File: config.mk
export PLATFORM = sky130hd
export DESIGN_NAME = gpio_irq_detect
export DESIGN_NICKNAME = d
export VERILOG_FILES = /design/src/rtl/gpio_det_pkg.sv /design/src/rtl/gpio_in_sync.sv /design/src/rtl/gpio_style_bank.sv /design/src/rtl/gpio_edge_level.sv /design/src/rtl/gpio_pend_status.sv /design/src/rtl/gpio_irq_detect.sv
export SDC_FILE = /design/constraint.sdc
export NUM_CORES = 1
export LEC_CHECK = 0
export BUFFER_PORTS_ARGS = -buffer_cell sky130_fd_sc_hd__buf_2
export CAP_MARGIN = 40
export CORE_AREA = 3 3 107 109
export DETAILED_ROUTE_END_ITERATION = 8
export DIE_AREA = 0 0 110 112
export PLACE_DENSITY = 0.85
export SETUP_SLACK_MARGIN = 0.02
export SYNTH_ARGS = -nofsm -noshare
export SYNTH_HDL_FRONTEND = slang
export SYNTH_SLANG_ARGS = --single-unit
export TNS_END_PERCENT = 50
File: constraint.sdc
create_clock -name clk -period 1.4 [get_ports clk]
set_input_delay 0.07 -clock clk [delete_from_list [all_inputs] [get_ports clk]]
set_output_delay 0.07 -clock clk [all_outputs]
set_load 0.01 [all_outputs]
File: src/rtl/gpio_det_pkg.sv
package gpio_det_pkg;
  localparam int STYLE_W = 3;

  localparam logic [STYLE_W-1:0] STY_HIGH = 3'd0;
  localparam logic [STYLE_W-1:0] STY_LOW  = 3'd1;
  localparam logic [STYLE_W-1:0] STY_RISE = 3'd2;
  localparam logic [STYLE_W-1:0] STY_FALL = 3'd3;
  localparam logic [STYLE_W-1:0] STY_BOTH = 3'd4;

  // Does the synchronised sample pair satisfy the given style?
  function automatic logic style_hit(logic [STYLE_W-1:0] sty, logic cur, logic prv);
    logic r;
    case (sty)
      STY_HIGH: r = cur;
      STY_LOW:  r = ~cur;
      STY_RISE: r = cur & ~prv;
      STY_FALL: r = ~cur & prv;
      STY_BOTH: r = cur ^ prv;
      default:  r = 1'b0;
    endcase
    return r;
  endfunction

  // Bit offset of a pin's field inside its style word
  function automatic int field_lsb(int pin, int pins_per_word);
    return (pin % pins_per_word) * STYLE_W;
  endfunction

  // Which style word holds a pin
  function automatic int word_of(int pin, int pins_per_word);
    return pin / pins_per_word;
  endfunction
endpackage

File: src/rtl/gpio_in_sync.sv
module gpio_in_sync #(
  parameter int N = 16
) (
  input  logic         clk,
  input  logic         rst_n,
  input  logic [N-1:0] pin_i,
  output logic [N-1:0] cur_o,
  output logic [N-1:0] prev_o
);
  logic [N-1:0] meta_q;

  always_ff @(posedge clk or negedge rst_n) begin
    if (!rst_n) begin
      meta_q <= '0;
      cur_o  <= '0;
      prev_o <= '0;
    end else begin
      meta_q <= pin_i;
      cur_o  <= meta_q;
      prev_o <= cur_o;
    end
  end


  sync_stage2_chk: assert property (@(posedge clk) disable iff (!rst_n)
    1'b1 |=> (cur_o == $past(meta_q)));


  sync_prev_chk: assert property (@(posedge clk) disable iff (!rst_n)
    1'b1 |=> (prev_o == $past(cur_o)));
endmodule

File: src/rtl/gpio_style_bank.sv
module gpio_style_bank
  import gpio_det_pkg::*;
#(
  parameter int N      = 16,
  parameter int PPW    = 8,
  parameter int DATA_W = 32,
  parameter int NW     = 2,
  parameter int ADDR_W = 2
) (
  input  logic                   clk,
  input  logic                   rst_n,
  input  logic                   wr_en,
  input  logic [ADDR_W-1:0]      addr,
  input  logic [DATA_W-1:0]      wdata,
  output logic [STYLE_W-1:0]     style_o [N],
  output logic [N-1:0]           chg_o,
  output logic [NW*DATA_W-1:0]   words_o
);
  logic [N-1:0] sel;

  for (genvar p = 0; p < N; p++) begin : g_pin
    localparam int W   = word_of(p, PPW);
    localparam int LSB = field_lsb(p, PPW);
    logic [STYLE_W-1:0] nxt;

    assign sel[p]   = wr_en && (addr == ADDR_W'(W));
    assign nxt      = wdata[LSB +: STYLE_W];
    assign chg_o[p] = sel[p] && (nxt != style_o[p]);

    always_ff @(posedge clk or negedge rst_n) begin
      if (!rst_n)      style_o[p] <= '0;
      else if (sel[p]) style_o[p] <= nxt;
    end


    style_hold_chk: assert property (@(posedge clk) disable iff (!rst_n)
      !sel[p] |=> $stable(style_o[p]));
  end

  always_comb begin
    words_o = '0;
    for (int p = 0; p < N; p++)
      words_o[word_of(p, PPW)*DATA_W + field_lsb(p, PPW) +: STYLE_W] = style_o[p];
  end
endmodule

File: src/rtl/gpio_edge_level.sv
module gpio_edge_level
  import gpio_det_pkg::*;
#(
  parameter int N = 16
) (
  input  logic [STYLE_W-1:0] style_i [N],
  input  logic [N-1:0]       cur_i,
  input  logic [N-1:0]       prev_i,
  output logic [N-1:0]       hit_o
);
  for (genvar p = 0; p < N; p++) begin : g_det
    assign hit_o[p] = style_hit(style_i[p], cur_i[p], prev_i[p]);
  end
endmodule

File: src/rtl/gpio_pend_status.sv
module gpio_pend_status #(
  parameter int N = 16
) (
  input  logic         clk,
  input  logic         rst_n,
  input  logic [N-1:0] hit_i,
  input  logic [N-1:0] clr_i,
  input  logic [N-1:0] chg_i,
  output logic [N-1:0] pend_o
);
  // Priority: style change clears, then detection sets, then W1C clears
  always_ff @(posedge clk or negedge rst_n) begin
    if (!rst_n) pend_o <= '0;
    else        pend_o <= ((pend_o & ~clr_i) | hit_i) & ~chg_i;
  end


  w1c_clear_chk: assert property (@(posedge clk) disable iff (!rst_n)
    (|(clr_i & ~hit_i)) |=> ((pend_o & $past(clr_i & ~hit_i)) == '0));


  zero_write_hold_chk: assert property (@(posedge clk) disable iff (!rst_n)
    (|(pend_o & ~clr_i & ~chg_i)) |=>
      ((pend_o & $past(pend_o & ~clr_i & ~chg_i)) == $past(pend_o & ~clr_i & ~chg_i)));


  event_wins_chk: assert property (@(posedge clk) disable iff (!rst_n)
    (|(hit_i & ~chg_i)) |=> ((pend_o & $past(hit_i & ~chg_i)) == $past(hit_i & ~chg_i)));


  style_change_clear_chk: assert property (@(posedge clk) disable iff (!rst_n)
    (|chg_i) |=> ((pend_o & $past(chg_i)) == '0));
endmodule

File: src/rtl/gpio_irq_detect.sv
module gpio_irq_detect
  import gpio_det_pkg::*;
#(
  parameter int NUM_PINS = 16,
  parameter int PPW      = 8,
  parameter int DATA_W   = 32,
  parameter int ADDR_W   = 2
) (
  input  logic                clk,
  input  logic                rst_n,
  input  logic [NUM_PINS-1:0] pin_i,
  input  logic                wr_en,
  input  logic [ADDR_W-1:0]   addr,
  input  logic [DATA_W-1:0]   wdata,
  output logic [DATA_W-1:0]   rdata,
  output logic [NUM_PINS-1:0] irq_o
);
  localparam int NW        = (NUM_PINS + PPW - 1) / PPW;
  localparam int STAT_ADDR = NW;

  logic [NUM_PINS-1:0]  cur, prev, hit, clr, chg, pend;
  logic [STYLE_W-1:0]   style [NUM_PINS];
  logic [NW*DATA_W-1:0] words;
  logic                 stat_wr;

  gpio_in_sync #(.N(NUM_PINS)) u_sync (
    .clk(clk), .rst_n(rst_n), .pin_i(pin_i), .cur_o(cur), .prev_o(prev)
  );

  gpio_style_bank #(.N(NUM_PINS), .PPW(PPW), .DATA_W(DATA_W), .NW(NW), .ADDR_W(ADDR_W)) u_style (
    .clk(clk), .rst_n(rst_n), .wr_en(wr_en), .addr(addr), .wdata(wdata),
    .style_o(style), .chg_o(chg), .words_o(words)
  );

  gpio_edge_level #(.N(NUM_PINS)) u_det (
    .style_i(style), .cur_i(cur), .prev_i(prev), .hit_o(hit)
  );

  assign stat_wr = wr_en && (addr == ADDR_W'(STAT_ADDR));
  assign clr     = stat_wr ? wdata[NUM_PINS-1:0] : '0;

  gpio_pend_status #(.N(NUM_PINS)) u_pend (
    .clk(clk), .rst_n(rst_n), .hit_i(hit), .clr_i(clr), .chg_i(chg), .pend_o(pend)
  );

  assign irq_o = pend;

  always_comb begin
    rdata = '0;
    for (int w = 0; w < NW; w++)
      if (addr == ADDR_W'(w)) rdata = words[w*DATA_W +: DATA_W];
    if (addr == ADDR_W'(STAT_ADDR)) rdata[NUM_PINS-1:0] = pend;
  end


  disabled_style_chk: assert property (@(posedge clk) disable iff (!rst_n)
    (|(~hit & ~pend)) |=> ((irq_o & $past(~hit & ~pend)) == '0));
endmodule

# [Yosys cells after proc, flatten, opt, wreduce, memory -nomap -nowiden]
# Cells that the tools add are included.
[word_totals] register_bits=112 elab_cells=243 in_bits=53 output_inout_bits=48
[classes] bitwise=85 reduce_logical=36 eq_ne=82 muxes=20
[op_table] op="$eq 3x2->1 const B" count=32
[op_table] op="$pmux 1 s5" count=16
[op_table] op="$eq 3x1->1 const B" count=16
[op_table] op="$eq 3x3->1 const B" count=16
[op_table] op="$logic_not 3->1" count=16
[op_table] op="$ne 3x3->1" count=16
[op_table] op="$and 1x1->1" count=32
[op_table] op="$and 16x16->16" count=2
[op_table] op="$mux 16" count=2
[op_table] op="$mux 32" count=1
[op_table] op="$not 1->1" count=32
[op_table] op="$not 16->16" count=2
[op_table] op="$mux 24" count=1
[op_table] op="$logic_and 1x1->1" count=19
[op_table] op="$or 16x16->16" count=1
[op_table] op="$xor 1x1->1" count=16
[op_table] op="$eq 2x1->1 const B" count=1
[op_table] op="$eq 2x2->1 const B" count=1
[op_table] op="$logic_not 2->1" count=1

# [Longest topological paths before layout]
[logic_depth] depth_word=7 depth_mapped=6 depth_no_buf=5

# [Hierarchy]
# A second synthesis with hierarchy kept.
[hier_totals] hier_cells=600 hier_area_um2=6864.1
[modules_own_cells] module="gpio_style_bank" n_inst=1 seq_area_each_um2=1201.2 area_each_um2=2862.7 cells_each=235
[modules_own_cells] module="gpio_edge_level" n_inst=1 seq_area_each_um2=0.0 area_each_um2=1253.7 cells_each=160
[modules_own_cells] module="gpio_in_sync" n_inst=1 seq_area_each_um2=1201.2 area_each_um2=1201.2 cells_each=48
[modules_own_cells] module="gpio_pend_status" n_inst=1 seq_area_each_um2=400.4 area_each_um2=820.8 cells_each=64
[modules_own_cells] module="gpio_irq_detect" n_inst=1 seq_area_each_um2=0.0 area_each_um2=725.7 cells_each=93

# [Worst setup path after synthesis]
# OpenSTA, ideal clock, no wires.
[synth_timing] kind="register to register" startpoint="register u_sync.cur_o[0]" endpoint="register u_pend.pend_o[0]" t_arrival_ns=1.173 n_path_buf=0 t_required_ns=1.318 stages_incl_launch_ff=6 setup_ns=0.082 period_less_slack_ns=1.255 setup_slack_ns=0.145 cell_sequence="dfrtp_1 > inv_1 > ha_1 > nor4b_1 > a21oi_1 > a31oi_1"
[synth_via] elab_chain_len=5 word_cells_on_any_way=7 classes_between="mux (1); bitwise (6)"
[synth_lines] item="start, declared" line="gpio_in_sync.sv:7" rtl="output logic [N-1:0] cur_o,"
[synth_lines] item="start signal, assigned" line="gpio_in_sync.sv:19" rtl="cur_o <= meta_q;"
[synth_lines] item="$not 1->1" line="gpio_det_pkg.sv:15, gpio_det_pkg.sv:17"
[synth_lines] item="$and 1x1->1" line="gpio_det_pkg.sv:17" rtl="STY_FALL: r = ~cur & prv;"
[synth_lines] item="$pmux 1 s5 *" line="gpio_det_pkg.sv:13" rtl="case (sty)"
[synth_lines] item="$or 16x16->16 *" line="gpio_pend_status.sv:14" rtl="else pend_o <= ((pend_o & ~clr_i) | hit_i) & ~chg_i;"
[synth_lines] item="$and 16x16->16 *" line="gpio_pend_status.sv:14"
[synth_lines] item="end signal, assigned" line="gpio_pend_status.sv:14"
[synth_lines] item="end, declared" line="gpio_pend_status.sv:9" rtl="output logic [N-1:0] pend_o"
# Every way passes the cells marked *; elsewhere a longest branch is shown, timed or not.
# A chain may end at the register's enable or synchronous reset.

# [Final worst setup path]
[layout_timing] startpoint="register u_style.style_o[18] (netlist bit)" endpoint="output port rdata[3]"
[layout_via] elab_chain_len=2
[layout_lines] item="start, declared" line="gpio_style_bank.sv:15" rtl="output logic [STYLE_W-1:0] style_o [N],"
[layout_lines] item="start signal, assigned by index" line="gpio_style_bank.sv:32" rtl="else if (sel[p]) style_o[p] <= nxt;"
[layout_lines] item="$mux 32" line="gpio_irq_detect.sv:51" rtl="if (addr == ADDR_W'(w)) rdata = words[w*DATA_W +: DATA_W];"
[layout_lines] item="$mux 16" line="gpio_irq_detect.sv:52" rtl="if (addr == ADDR_W'(STAT_ADDR)) rdata[NUM_PINS-1:0] = pend;"
[layout_lines] item="end, declared" line="gpio_irq_detect.sv:15" rtl="output logic [DATA_W-1:0] rdata,"
# No other way between the ends.

==> summary.txt <==
STA
-------------------------------------------------------------------------------------
Final setup vio count                                                               1
Minimum clock period                                                          1.40 ns
Final Cycle Share                                                                100%
Pins over their slew limit                                                          0
Achievable clock frequency                                                    712 MHz
Least setup slack across all paths after layout                           -0.00388 ns
Setup repair after global routing missed its margin                              true
Setup skew after layout                                                    0.00962 ns
Endpoints failing hold                                                              0

FLOW RUN
-------------------------------------------------------------------------------------
Number of maximum-capacitance constraint violations                                 0

RUN STATUS
-------------------------------------------------------------------------------------
Result of the run                                                        complete, but fails checks
Violations in the final reports                                          negative setup slack

PWR
-------------------------------------------------------------------------------------
Cell leakage power                                                            3.58 nW
Clk pwr share                                                                   24.5%
Total Power                                                                   9.03 mW
Internal                                                                      6.13 mW
Sequential share of power                                                       47.8%
Net switching component of the power                                          2.91 mW
Share of total power consumed by net switching                                  32.2%
Power per cell area                                                       1190 nW/um2
Worst-case vdd ir drop                                                      0.00109 V
Combinational group share of total power                                        27.8%

GLOBAL ROUTE
-------------------------------------------------------------------------------------
Initial antenna violation count                                                     1
Combined global-route utilization of all metal layers                           24.3%
Grt total ovfl                                                                      0
Global-route wire length before repair                                       23400 um
Via count of the first global-routing pass                                       4859
Pin count of the biggest net entering global routing                               33

CTS
-------------------------------------------------------------------------------------
Sink count of the clock tree                                                      112
Clock-pin slew of the registers on the worst-case setup and hold paths        0.10 ns
Number of H-tree branching levels                                                   3
Inserted Clock Buffers                                                              9
Clock root buffer                                                            clkbuf_8
Clock tree from TritonCTS                                                       built
Number of buffers between clock root and the deepest sink                           2
Source-to-sink clock delay at the later pin of the worst-skew pair            0.39 ns

LOGIC SYNTHESIS
-------------------------------------------------------------------------------------
Yosys cell types                                                                   26
Yosys warnings                                                                      0
Netlist area before placement                                                6020 um2
Cell taking the most area after synthesis                                     dfrtp_1
Register area share after synthesis                                             46.5%
Cells taking the most area after synthesis                               dfrtp_1 (47%), xnor2_1 (7.0%), mux2_2 (6.7%)
Fraction of post-synthesis cell area in the top cell type by area               46.5%
Number of flip-flops and latches in the synthesized netlist                       112
Mean cell area of the mapped netlist                                         10.2 um2
Cells after synthesis                                                             593

CELLS AND AREA
-------------------------------------------------------------------------------------
Top library cells by usage in the layout, fill and taps aside            nand2_1 (102), buf_2 (83), dfrtp_1 (80), buf_4 (55), xnor2_1 (48)
Final Util                                                                      70.8%
Syn-to-layout area delta                                                        25.7%
Most common library cell in the layout ignoring fill and taps                 nand2_1
Fill cells                                                                        720
Count of nets after finishing                                                     832
Share of final-layout standard cells stronger than drive strength 1             31.0%
Antenna diode count                                                                 0

PLACEMENT
-------------------------------------------------------------------------------------
Weighted congestion at the end of routability-driven global placement           0.881
Final HPWL DP                                                                10200 um
Minimum setup slack after placement                                        -0.0365 ns
Port bufs                                                                          84

DETAILED ROUTING
-------------------------------------------------------------------------------------
Per-cell routed wire length                                                   16.6 um
Post-route antenna net violation count                                              0
Via-to-Cell Ratio                                                                5.46
Detailed router's first-iteration violation count                                 397
DRC Markers                                                                         0
Total number of vias                                                             4873
Detailed Route WL                                                            14800 um
Detailed Routing Iterations Pass 1                                                  5

WORST SETUP PATH
-------------------------------------------------------------------------------------
Required arrival time at the worst endpoint                                   1.33 ns
Reg2reg setup slack                                                           0.05 ns
Worst Path Max Fanout                                                               6
Data arrival, critical path                                                   1.33 ns
CP Capture Type                                                          primary output
Category of the most critical setup path                                 register to primary output
Crit path launch type                                                        register

FLOORPLANNING
-------------------------------------------------------------------------------------
Starting density of the core                                                    56.3%
Row Count                                                                          38
Count of boundary I/O pins                                                        101
Chip Height                                                                    112 um
Horizontal die dimension                                                       110 um
Area of the die                                                             12300 um2
CORE AREA                                                                   10700 um2

HOLD PATH
-------------------------------------------------------------------------------------
Type of the most critical hold path                                      input pin to asynchronous set/reset pin

-- synthesized netlist by cell type --
| library cell | n |
|---|---|
| nor2b_1 | 1 |
| or3_1 | 4 |
| o211ai_1 | 4 |
| nand2b_1 | 1 |
| o21ai_0 | 37 |
| buf_4 | 8 |
| nand2_1 | 102 |
| nor4b_1 | 12 |
| conb_1 | 1 |
| inv_1 | 36 |
| nor2_1 | 20 |
| dfrtp_1 | 112 |
| or3b_1 | 1 |
| nand3b_1 | 13 |
| buf_2 | 16 |
| buf_6 | 3 |
| xor2_1 | 16 |
| nor3b_2 | 1 |
| a21oi_1 | 12 |
| mux2i_1 | 28 |
| ha_1 | 32 |
| mux2_2 | 36 |
| clkbuf_1 | 16 |
| xnor2_1 | 48 |
| a31oi_1 | 32 |
| clkbuf_2 | 1 |
-- critical path, stage by stage (launching register included) --
cell	delay [ns]
dfrtp_1	0.49
mux2i_1	0.12
o21ai_0	0.17
buf_2	0.17
-- kinds of logic after synthesis --
group	count (synthesis)	synth area share, %
buffers and inverters	80	6.21
muxes	64	11.4
other	1	0.0623
DFF	112	46.5
AOI/OAI and AO/OA	85	7.90
xor gates and xnor gates	64	9.31
adders and majority gates	32	6.65
and+or+nand+nor	155	11.9
-- worst paths after layout --
path,from,end,cells after the start
worst min-delay path,rst_n,u_style.style_o[26],2
max in group asynchronous,rst_n,u_style.style_o[20],3
worst max-delay path,u_style.style_o[18],rdata[3],3
min in group clk,wr_en,u_pend.pend_o[13],4
worst min register to register,u_sync.meta_q[0],u_sync.cur_o[0],0
worst max register to register,u_sync.cur_o[9],u_pend.pend_o[9],5
-- through the flow --
| step | hold slack, ns | cell area [um2] | cells | TNS, ns |
|---|---|---|---|---|
| floorplan | -0.226 | 6050 | 600 | 0 |
| global placement | -0.0514 | 6680 | 815 | 0 |
| detailed placement | -0.0532 | 6680 | 815 | -0.0365 |
| CTS | 0.0557 | 7360 | 872 | -0.000907 |
| global route | 0.0613 | 7570 | 892 | -0.286 |
| finish | 0.0641 | 7570 | 892 | -0.00388 |
-- sequential cells by signal, summed over array words and instances (netlist names) --
signal and count:
u_style.style_o 48, u_pend.pend_o 16, u_sync.prev_o 16, u_sync.cur_o 16
u_sync.meta_q 16
-- power groups by stage --
stage | registers [mW] | clock network [mW] | logic, mW
final | 4.31 | 2.21 | 2.51
after CTS | 4.33 | 2.26 | 2.25
after global routing | 4.38 | 2.39 | 2.76
after floorplan | 4.17 | 0 | 1.46
after detailed placement | 4.37 | 0 | 2.13
after global placement | 4.33 | 0 | 2.02
-- routing by layer --
metal  GRT usage, %  vias to the layer above  wire [um]
met2           41.7                      207       7690
met4           5.99                        0        199
met5              0                        -          0
li1               -                     2261          -
met1           29.9                     2385       5870
met3           6.96                       20       1070
-- what timing repair did --
action,4_1_cts,5_1_grt
resized for setup,24,30
hold buffers,41,0
endpoints found under the hold margin,168,0
setup buffers,0,20
setup endpoints to repair,10,32
pin swaps,1,8
-- cell type report --
cell class	count	area (um2)	area share, %
Multi-Input combinational cell	408	2930	38.7
Sequential cell	112	2840	37.6
Timing Repair Buffer	180	1260	16.6
Tap cell	140	175	2.31
Clock buffer	12	155	2.05
Inverter	36	135	1.79
Clock inverter	4	76.3	1.01
Power figures use the tool's default switching activity.
